<file path="src/rtl/osd_fade_pkg.sv">
package osd_fade_pkg;
  localparam int unsigned SEG_BITS_DEF    = 4;
  localparam int unsigned STEP_FRAMES_DEF = 32;
  localparam int unsigned COLOR_W_DEF     = 8;

  typedef enum logic [1:0] {
    DIR_HOLD = 2'd0,
    DIR_UP   = 2'd1,
    DIR_DOWN = 2'd2
  } fade_dir_e;
endpackage

</file>
<file path="src/rtl/osd_vsync_edge.sv">
module osd_vsync_edge (
  input  logic clk_i,
  input  logic rst_ni,
  input  logic vflbk_i,
  input  logic vflbk_low_i,
  output logic frame_tick_o
);
  logic vf_act, vf_q;

  assign vf_act = vflbk_i ^ vflbk_low_i;

  always_ff @(posedge clk_i or negedge rst_ni) begin
    if (!rst_ni) vf_q <= 1'b0;
    else         vf_q <= vf_act;
  end

  assign frame_tick_o = vf_act & ~vf_q;
endmodule

</file>
<file path="src/rtl/osd_line_tracker.sv">
module osd_line_tracker #(
  parameter int unsigned SEG_BITS = osd_fade_pkg::SEG_BITS_DEF
) (
  input  logic                clk_i,
  input  logic                rst_ni,
  input  logic                frame_tick_i,
  input  logic                line_stb_i,
  output logic [SEG_BITS-1:0] line_idx_o
);
  logic [SEG_BITS-1:0] idx_q;

  // frame start wins over a coincident strobe
  always_ff @(posedge clk_i or negedge rst_ni) begin
    if (!rst_ni)           idx_q <= '0;
    else if (frame_tick_i) idx_q <= '0;
    else if (line_stb_i)   idx_q <= idx_q + 1'b1;
  end

  assign line_idx_o = idx_q;
endmodule

</file>
<file path="src/rtl/osd_fade_stepper.sv">
module osd_fade_stepper #(
  parameter int unsigned SEG_BITS    = osd_fade_pkg::SEG_BITS_DEF,
  parameter int unsigned STEP_FRAMES = osd_fade_pkg::STEP_FRAMES_DEF,
  localparam int unsigned LVL_MAX    = SEG_BITS + 1,
  localparam int unsigned LW         = $clog2(LVL_MAX + 1),
  localparam int unsigned FW         = $clog2(STEP_FRAMES)
) (
  input  logic          clk_i,
  input  logic          rst_ni,
  input  logic          frame_tick_i,
  input  logic          disp_on_i,
  input  logic          fade_en_i,
  output logic [LW-1:0] lvl_o,
  output logic          busy_o
);
  import osd_fade_pkg::*;

  logic          on_q, on_d;
  logic [LW-1:0] lvl_q, lvl_d, tgt;
  logic [FW-1:0] fcnt_q, fcnt_d, fbase;
  fade_dir_e     dir;

  assign tgt   = disp_on_i ? LW'(LVL_MAX) : '0;
  // a new request restarts the frame count of the current step
  assign fbase = (disp_on_i != on_q) ? '0 : fcnt_q;

  always_comb begin
    if (lvl_q < tgt)      dir = DIR_UP;
    else if (lvl_q > tgt) dir = DIR_DOWN;
    else                  dir = DIR_HOLD;
  end

  always_comb begin
    on_d   = on_q;
    lvl_d  = lvl_q;
    fcnt_d = fcnt_q;
    if (frame_tick_i) begin
      on_d = disp_on_i;
      if (dir == DIR_HOLD) begin
        fcnt_d = '0;
      end else if (!fade_en_i) begin
        lvl_d  = tgt;
        fcnt_d = '0;
      end else if (fbase == FW'(STEP_FRAMES - 1)) begin
        fcnt_d = '0;
        lvl_d  = (dir == DIR_UP) ? lvl_q + 1'b1 : lvl_q - 1'b1;
      end else begin
        fcnt_d = fbase + 1'b1;
      end
    end
  end

  always_ff @(posedge clk_i or negedge rst_ni) begin
    if (!rst_ni) begin
      on_q   <= 1'b0;
      lvl_q  <= '0;
      fcnt_q <= '0;
    end else begin
      on_q   <= on_d;
      lvl_q  <= lvl_d;
      fcnt_q <= fcnt_d;
    end
  end

  assign lvl_o  = lvl_q;
  assign busy_o = lvl_q != (on_q ? LW'(LVL_MAX) : LW'(0));
endmodule

</file>
<file path="src/rtl/osd_line_mask.sv">
module osd_line_mask #(
  parameter int unsigned SEG_BITS = osd_fade_pkg::SEG_BITS_DEF,
  parameter int unsigned CW       = osd_fade_pkg::COLOR_W_DEF,
  localparam int unsigned LW      = $clog2(SEG_BITS + 2),
  localparam int unsigned CNT_W   = SEG_BITS + 1
) (
  input  logic [LW-1:0]       lvl_i,
  input  logic [SEG_BITS-1:0] line_idx_i,
  input  logic [CW-1:0]       color_i,
  output logic                line_en_o,
  output logic [CW-1:0]       color_o
);
  logic [SEG_BITS-1:0] idx_rev;
  logic [CNT_W-1:0]    lit_cnt;

  for (genvar b = 0; b < SEG_BITS; b++) begin : g_rev
    assign idx_rev[b] = line_idx_i[SEG_BITS-1-b];
  end

  assign lit_cnt   = (lvl_i == '0) ? '0 : CNT_W'(1) << (lvl_i - 1'b1);
  assign line_en_o = {1'b0, idx_rev} < lit_cnt;
  // dark lines drive zeros, never released
  assign color_o   = line_en_o ? color_i : '0;
endmodule

</file>
<file path="src/rtl/osd_fade_seq.sv">
module osd_fade_seq #(
  parameter int unsigned SEG_BITS    = osd_fade_pkg::SEG_BITS_DEF,
  parameter int unsigned STEP_FRAMES = osd_fade_pkg::STEP_FRAMES_DEF,
  parameter int unsigned CW          = osd_fade_pkg::COLOR_W_DEF,
  localparam int unsigned LW         = $clog2(SEG_BITS + 2)
) (
  input  logic          clk_i,
  input  logic          rst_ni,
  input  logic          vflbk_i,
  input  logic          vflbk_low_i,
  input  logic          line_stb_i,
  input  logic          disp_on_i,
  input  logic          fade_en_i,
  input  logic [CW-1:0] color_i,
  output logic [CW-1:0] color_o,
  output logic          line_en_o,
  output logic          busy_o
);
  logic                frame_tick;
  logic [SEG_BITS-1:0] line_idx;
  logic [LW-1:0]       lvl;

  osd_vsync_edge u_vsync (
    .clk_i        (clk_i),
    .rst_ni       (rst_ni),
    .vflbk_i      (vflbk_i),
    .vflbk_low_i  (vflbk_low_i),
    .frame_tick_o (frame_tick)
  );

  osd_line_tracker #(.SEG_BITS(SEG_BITS)) u_lines (
    .clk_i        (clk_i),
    .rst_ni       (rst_ni),
    .frame_tick_i (frame_tick),
    .line_stb_i   (line_stb_i),
    .line_idx_o   (line_idx)
  );

  osd_fade_stepper #(.SEG_BITS(SEG_BITS), .STEP_FRAMES(STEP_FRAMES)) u_step (
    .clk_i        (clk_i),
    .rst_ni       (rst_ni),
    .frame_tick_i (frame_tick),
    .disp_on_i    (disp_on_i),
    .fade_en_i    (fade_en_i),
    .lvl_o        (lvl),
    .busy_o       (busy_o)
  );

  osd_line_mask #(.SEG_BITS(SEG_BITS), .CW(CW)) u_mask (
    .lvl_i      (lvl),
    .line_idx_i (line_idx),
    .color_i    (color_i),
    .line_en_o  (line_en_o),
    .color_o    (color_o)
  );
endmodule

</file>
<file path="config.mk">
export PLATFORM = sky130hd
export DESIGN_NAME = osd_fade_seq
export DESIGN_NICKNAME = d
export VERILOG_FILES = /design/src/rtl/osd_fade_pkg.sv /design/src/rtl/osd_vsync_edge.sv /design/src/rtl/osd_line_tracker.sv /design/src/rtl/osd_fade_stepper.sv /design/src/rtl/osd_line_mask.sv /design/src/rtl/osd_fade_seq.sv
export SDC_FILE = /design/constraint.sdc
export NUM_CORES = 1
export LEC_CHECK = 0
export BUFFER_PORTS_ARGS = -buffer_cell sky130_fd_sc_hd__buf_2
export CAP_MARGIN = 20
export CORE_MARGIN = 10
export CORE_UTILIZATION = 55
export CTS_CLUSTER_DIAMETER = 120
export CTS_CLUSTER_SIZE = 14
export DETAILED_ROUTE_END_ITERATION = 8
export GPL_TIMING_DRIVEN = 1
export PLACE_DENSITY = 0.85
export SLEW_MARGIN = 20
export SYNTH_ARGS = -nofsm -noshare
export SYNTH_HDL_FRONTEND = slang
export SYNTH_SLANG_ARGS = --single-unit
</file>
<file path="constraint.sdc">
create_clock -name clk_i -period 4.77 [get_ports clk_i]
set_input_delay 0.2385 -clock clk_i [delete_from_list [all_inputs] [get_ports clk_i]]
set_output_delay 0.2385 -clock clk_i [all_outputs]
set_load 0.005 [all_outputs]
</file>
== After elaboration in Yosys (flattened, before gate mapping) ==
Index checks and enable logic that the tools add are counted.

* Bits in registers: 14
* Input bits: 15
* Output and inout port bits: 10
* Logic and storage cells: 41

* $add $sub $neg: 4
* Order comparisons: 3
* Equal/unequal tests: 5
* Shift operators: 1
* Mux-type cells: 15
* Bitwise operators: 4
* Reduce and logical (&&, ||, !) cells: 4

{| class="wikitable"
|+ Operator list
! cell !! count
|-
| 5-bit two-way mux || 5
|-
| 3-bit two-way mux || 5
|-
| 4-bit two-way mux || 2
|-
| 8-bit two-way mux || 1
|-
| 5-bit by 1-bit adder with 5-bit output, second input constant || 1
|-
| 5-bit equality test, second input constant || 1
|-
| 4-bit by 5-bit < comparator with 1-bit output || 1
|-
| 1-bit by 3-bit left shift with 5-bit output, first input constant || 1
|-
| 4-bit by 1-bit adder with 4-bit output, second input constant || 1
|-
| 2-bit two-way mux || 2
|-
| 3-bit by 1-bit adder with 3-bit output, second input constant || 1
|-
| 3-bit > comparator || 1
|-
| 3-bit zero test || 1
|-
| 3-bit < comparator || 1
|-
| 3-bit inequality test || 1
|-
| 3-bit AND reduction || 1
|-
| 3-bit by 1-bit subtractor with 3-bit output, second input constant || 1
|-
| 2-bit by 1-bit equality test with 1-bit output, second input constant || 1
|-
| 2-bit zero test || 1
|-
| 2-bit by 1-bit inequality test with 1-bit output, second input constant || 1
|-
| 1-bit inverter || 2
|-
| 2-bit nonzero test || 1
|-
| 1-bit bitwise AND || 1
|-
| 1-bit inequality test || 1
|-
| 1-bit bitwise XOR || 1
|}

== Logic depth before layout (Yosys ltp) ==
* Word-level depth: 8
* Gate-level depth with buffers: 10
* Gate-level depth less buffers: 10

== Modules after synthesis ==
From an unflattened synthesis, not the netlist that was laid out.

* Cells, all modules: 109
* Area total of the unflattened synthesis: 1032.2 µm²

{| class="wikitable"
|+ By module, submodules not included
! module !! times used !! cells each !! area an instance (µm²) !! seq. area each (µm²)
|-
| osd_fade_stepper || 1 || 68 || 619.3 || 225.2
|-
| osd_line_tracker || 1 || 16 || 192.7 || 100.1
|-
| osd_line_mask || 1 || 22 || 177.7 || 0.0
|-
| osd_vsync_edge || 1 || 3 || 42.5 || 25.0
|}

== Least setup slack after synthesis ==
OpenSTA, ideal clock, no wires.

* Path type: reg2out
* From: reg u_step.lvl_q[0] (netlist: u_step.lvl_o[0])
* To: out color_o[0]
* Arrival time: 2.414 ns
* Data required time: 4.532 ns
* Path slack: 2.118 ns
* Cell stages (with the launch flop): 11
* Buffers on the path: 0
* Path through: dfrtp_1 > inv_1 > ha_1 > or2_2 > o21ai_0 > nand2_1 > ha_1 > o21a_1 > o21a_1 > o22ai_1 > and2_1

* Cells in the longest elaborated chain, start to end: 5
* Elaborated cells on any way between the ends: 6

{| class="wikitable"
|+ Ends and longest elaborated chain
! element !! RTL line !! text
|-
| start, declared || osd_fade_stepper.sv:19 || <nowiki>logic [LW-1:0] lvl_q, lvl_d, tgt;</nowiki>
|-
| start signal, assigned || osd_fade_stepper.sv:60 || <nowiki>lvl_q <= lvl_d;</nowiki>
|-
| 3-bit by 1-bit subtractor with 3-bit output || osd_line_mask.sv:20 || <nowiki>assign lit_cnt = (lvl_i == '0) ? '0 : CNT_W'(1) << (lvl_i - 1'b1);</nowiki>
|-
| 1-bit by 3-bit left shift with 5-bit output || osd_line_mask.sv:20 ||
|-
| 5-bit two-way mux (*) || osd_line_mask.sv:20 ||
|-
| 4-bit by 5-bit < comparator with 1-bit output (*) || osd_line_mask.sv:21 || <nowiki>assign line_en_o = {1'b0, idx_rev} < lit_cnt;</nowiki>
|-
| named net line_en_o || osd_fade_seq.sv:16 || <nowiki>output logic line_en_o,</nowiki>
|-
| 8-bit two-way mux (*) || osd_line_mask.sv:23 || <nowiki>assign color_o = line_en_o ? color_i : '0;</nowiki>
|-
| end, declared || osd_fade_seq.sv:15 || <nowiki>output logic [CW-1:0] color_o,</nowiki>
|}

Mark *: on every way through the listed nets, which the timed path passes. The rest lies on a longest branch.

== Worst setup path in the final report ==
* From: reg u_step.lvl_q[0] (netlist: u_step.lvl_o[0])
* To: out color_o[0]

* Cells in the longest elaborated chain, start to end: 5
* Elaborated cells on any way between the ends: 6

{| class="wikitable"
|+ Ends and longest elaborated chain
! element !! RTL line
|-
| 3-bit by 1-bit subtractor with 3-bit output || osd_line_mask.sv:20
|-
| 1-bit by 3-bit left shift with 5-bit output || osd_line_mask.sv:20
|-
| 5-bit two-way mux (*) || osd_line_mask.sv:20
|-
| 4-bit by 5-bit < comparator with 1-bit output (*) || osd_line_mask.sv:21
|-
| 8-bit two-way mux (*) || osd_line_mask.sv:23
|}

Mark *: on every way between the ends. The rest lies on a longest branch, timed or not.

==> impl_metrics.sql <==
INSERT INTO impl_metrics (metric_group, metric, value, unit) VALUES
('min_path', 'holdCritPathClass', 'in2reg', ''),
('synthesis', 'synthesis.area_per_instance', '9.00', 'sq um'),
('place', 'dpl.hpwl', '2060', 'um'),
('grt', 'grt_use_total', '0.119', ''),
('clock_tree', 'cts_setup_buffers', '0', ''),
('sta', 'number_of_endpoints_failing_setup_at_the_final_stage', '0', ''),
('worst_setup_path', 'worst-path-buf-inv', '2', ''),
('routing', 'detail_route.first_pass.iterations', '4', ''),
('clock_tree', 'clockRootBuffer', 'clkbuf_4', ''),
('grt', 'grt_start_max_net_pins', '15', ''),
('synthesis', 'synth_area_leaders', 'dfrtp_1, ha_1, and2_1, nand2_1, xor2_1', ''),
('die', 'fp.dieArea', '4210', 'sq um'),
('clock_tree', 'worst_skew_pair.late_latency', '0.28', 'ns'),
('place', 'io_buffer_count', '24', ''),
('synthesis', 'muxShareOfSynthArea', '0.00904', ''),
('grt', 'antenna_found_initial', '0', ''),
('die', 'fp.dieH', '64.9', 'um'),
('cells_and_area', 'area.growth.synth_to_final', '17.4', '%'),
('routing', 'postRouteAntennaNets', '0', ''),
('sta', 'fmax', '306', 'MHz'),
('synthesis', 'synth_cells', '123', ''),
('sta', 'min_period_over_period', '0.686', ''),
('sta', 'unrepaired_setup_endpoints_after_global_routing', 'no', ''),
('worst_setup_path', 'critical_path_class', 'reg2out', ''),
('routing', 'num_vias', '989', ''),
('power_and_ir_drop', 'leakage', '0.613', 'nW'),
('sta', 'timing.max_slew.rel_slack', '0.705', ''),
('routing', 'viasPerCell', '5.56', ''),
('routing', 'route.detailed.wl_per_inst', '14.0', 'um'),
('routing', 'remaining_drc_errors', '0', ''),
('clock_tree', 'cts_made_buffers', '3', ''),
('sta', 'pins_over_their_slew_limit', '0', ''),
('worst_setup_path', 'timing.critical_path.cells', 'inv_1 -> ha_1 -> or2_2 -> o21ai_0 -> nand2_1 -> ha_1 -> o21a_1 -> o21a_1 -> o22ai_1 -> and2_1 -> buf_2', ''),
('power_and_ir_drop', 'comb_power_share', '0.502', ''),
('die', 'placeableCoreArea', '1940', 'sq um'),
('worst_setup_path', 'worst_path_dominant_cell_family', 'compound AO/OA/AOI/OAI gates', ''),
('worst_setup_path', 'critical_path.max_stage_delay', '0.48', 'ns'),
('synthesis', 'seq_area_frac_synth', '0.316', ''),
('clock_tree', 'cts.sinks', '14', ''),
('worst_setup_path', 'worstSetupEndpointType', 'output pin', ''),
('power_and_ir_drop', 'internal-power', '0.315', 'mW'),
('die', 'row_count', '16', ''),
('cells_and_area', 'fin_area', '1300', 'sq um'),
('sta', 'worst-slew-pin-transition', '0.442', 'ns'),
('sta', 'timing.clock.skew', '0.00765', 'ns'),
('worst_setup_path', 'timing.critical_path.fanout_max', '9', ''),
('place', 'dpl_cell_area', '1250', 'sq um'),
('die', 'die_x', '64.9', 'um'),
('synthesis', 'synth.ff_latch_count', '14', ''),
('status', 'status', 'finished clean', ''),
('synthesis', 'asyncSetResetFlopFracSynth', '1.00', ''),
('synthesis', 'synth-warning-count', '0', ''),
('routing', 'detail_route.iter0.violations', '33', ''),
('synthesis', 'synth_edf_count', '0', ''),
('synthesis', 'netlist_area', '1110', 'sq um'),
('synthesis', 'synth_largest_area_cell', 'dfrtp_1', ''),
('power_and_ir_drop', 'power_per_cell_area', '399', 'nW/um^2'),
('power_and_ir_drop', 'seq_power_share', '0.334', ''),
('run', 'max_cap_viols', '0', ''),
('sta', 'setup_total_negative_slack', '0', 'ns'),
('clock_tree', 'clock_pin_slew_reported_for_the_worst_setup_and_hold_paths_after_clock_tree_synthesis', '0.08', 'ns'),
('worst_setup_path', 'timing.critical_path.slowest_stage_cell', 'dfrtp_1', ''),
('grt', 'grt_first_pass_wirelength', '4260', 'um'),
('sta', 'period_minus_slack', '3.27', 'ns'),
('synthesis', 'synth.lib_cells_used.distinct', '40', ''),
('clock_tree', 'number_of_buffers_between_clock_root_and_the_deepest_sink', '2', ''),
('synthesis', 'ys_top_cells_by_count', 'dfrtp_1, ha_1, nand2_1, and2_1', ''),
('worst_setup_path', 'worstPathArrival', '3.03', 'ns'),
('synthesis', 'synth_top_family_by_area', 'simple AND/OR/NAND/NOR gates', ''),
('synthesis', 'synth_xor_xnor_area_share', '0.0633', ''),
('sta', 'timing_hold_violations_final', '0', '');
==> logic make-up after synthesis <==
kind of cell | after synthesis
AOI/OAI and AO/OA | 30
DFF | 14
xor gates and xnor gates | 8
and+or+nand+nor | 48
muxes | 1
adders and majority gates | 14
buffers and inverters | 8
==> power by group through the flow <==
stage	sequential, mW	combinational (mW)	clock [mW]
3_5_place_dp	0.176	0.262	0
3_3_place_gp	0.173	0.249	0
5_1_grt	0.178	0.295	0.0921
4_1_cts	0.174	0.264	0.0876
2_1_floorplan	0.168	0.177	0
6_report	0.173	0.260	0.0850
==> worst paths after layout <==
kind,end,startpoint,cells past startpoint,slack (ns)
hold / removal,u_vsync.vf_q,vflbk_i,2,0.19
hold reg to reg,u_step.fcnt_q[0],u_step.fcnt_q[0],2,0.51
min in group asynchronous,u_step.fcnt_q[0],rst_ni,2,0.37
setup reg to reg,u_step.lvl_o[2],u_step.on_q,10,2.20
setup / recovery,color_o[0],u_step.lvl_o[0],11,1.50
max in group asynchronous,u_step.on_q,rst_ni,2,4.15
==> state kept, by name, summed over array words and instances (netlist names) <==
signal              count
u_step.lvl_o            3
u_vsync.vf_q            1
u_lines.line_idx_o      4
u_step.fcnt_q           5
u_step.on_q             1
==> per-layer routing <==
| metal | part of all wire | vias up | wire (um) | GRT usage |
|---|---|---|---|---|
| li1 | - | 494 | - | - |
| met1 | 0.44 | 462 | 1090 | 0.128 |
| met2 | 0.48 | 33 | 1200 | 0.217 |
| met3 | 0.083 | 0 | 207 | 0.0464 |
| met4 | 0 | 0 | 0 | 0.0187 |
| met5 | 0 | - | 0 | 0 |
==> what timing repair did <==
item                      CTS  global route
hold endpoints to repair   14             0
resized for setup           0             0
hold buffers                1             0
==> final cells by class <==
class / instances / area, sq um
fillers: 165 / 642
clock buffers: 4 / 36.3
inverters: 7 / 26.3
flip-flops and latches: 14 / 350
repair buffers: 25 / 130
well taps: 27 / 33.8
multi-input cells: 101 / 723
==> per-stage QoR <==
step / utilization / total power, mW / hold WS, ns / instances / setup WS (ns)
2_1_floorplan: - / 0.344 / -0.0571 / 123 / 2.12
3_3_place_gp: 0.646 / 0.422 / 0.141 / 173 / 1.96
3_5_place_dp: 0.646 / 0.438 / 0.149 / 173 / 1.78
4_1_cts: 0.669 / 0.525 / 0.193 / 178 / 1.48
5_1_grt: 0.669 / 0.565 / 0.205 / 178 / 1.21
6_report: 0.669 / 0.518 / 0.195 / 178 / 1.50
==> cell usage in the layout, fill, tap and decap left out, types with 2 or more instances in the layout <==
cell type and n:
o21ai_0 7, nand3_1 2, xor2_1 5, and3_1 2, nor3_1 2, o31ai_1 2, nand2_1 13, nor2_1 7
xnor2_1 3, nor2b_1 2, dfrtp_1 14, a21oi_1 4, inv_1 7, and2_1 12, buf_2 24, clkbuf_4 3
ha_1 14, or2_2 2, o21a_1 2
Power figures use the tool's default switching activity.
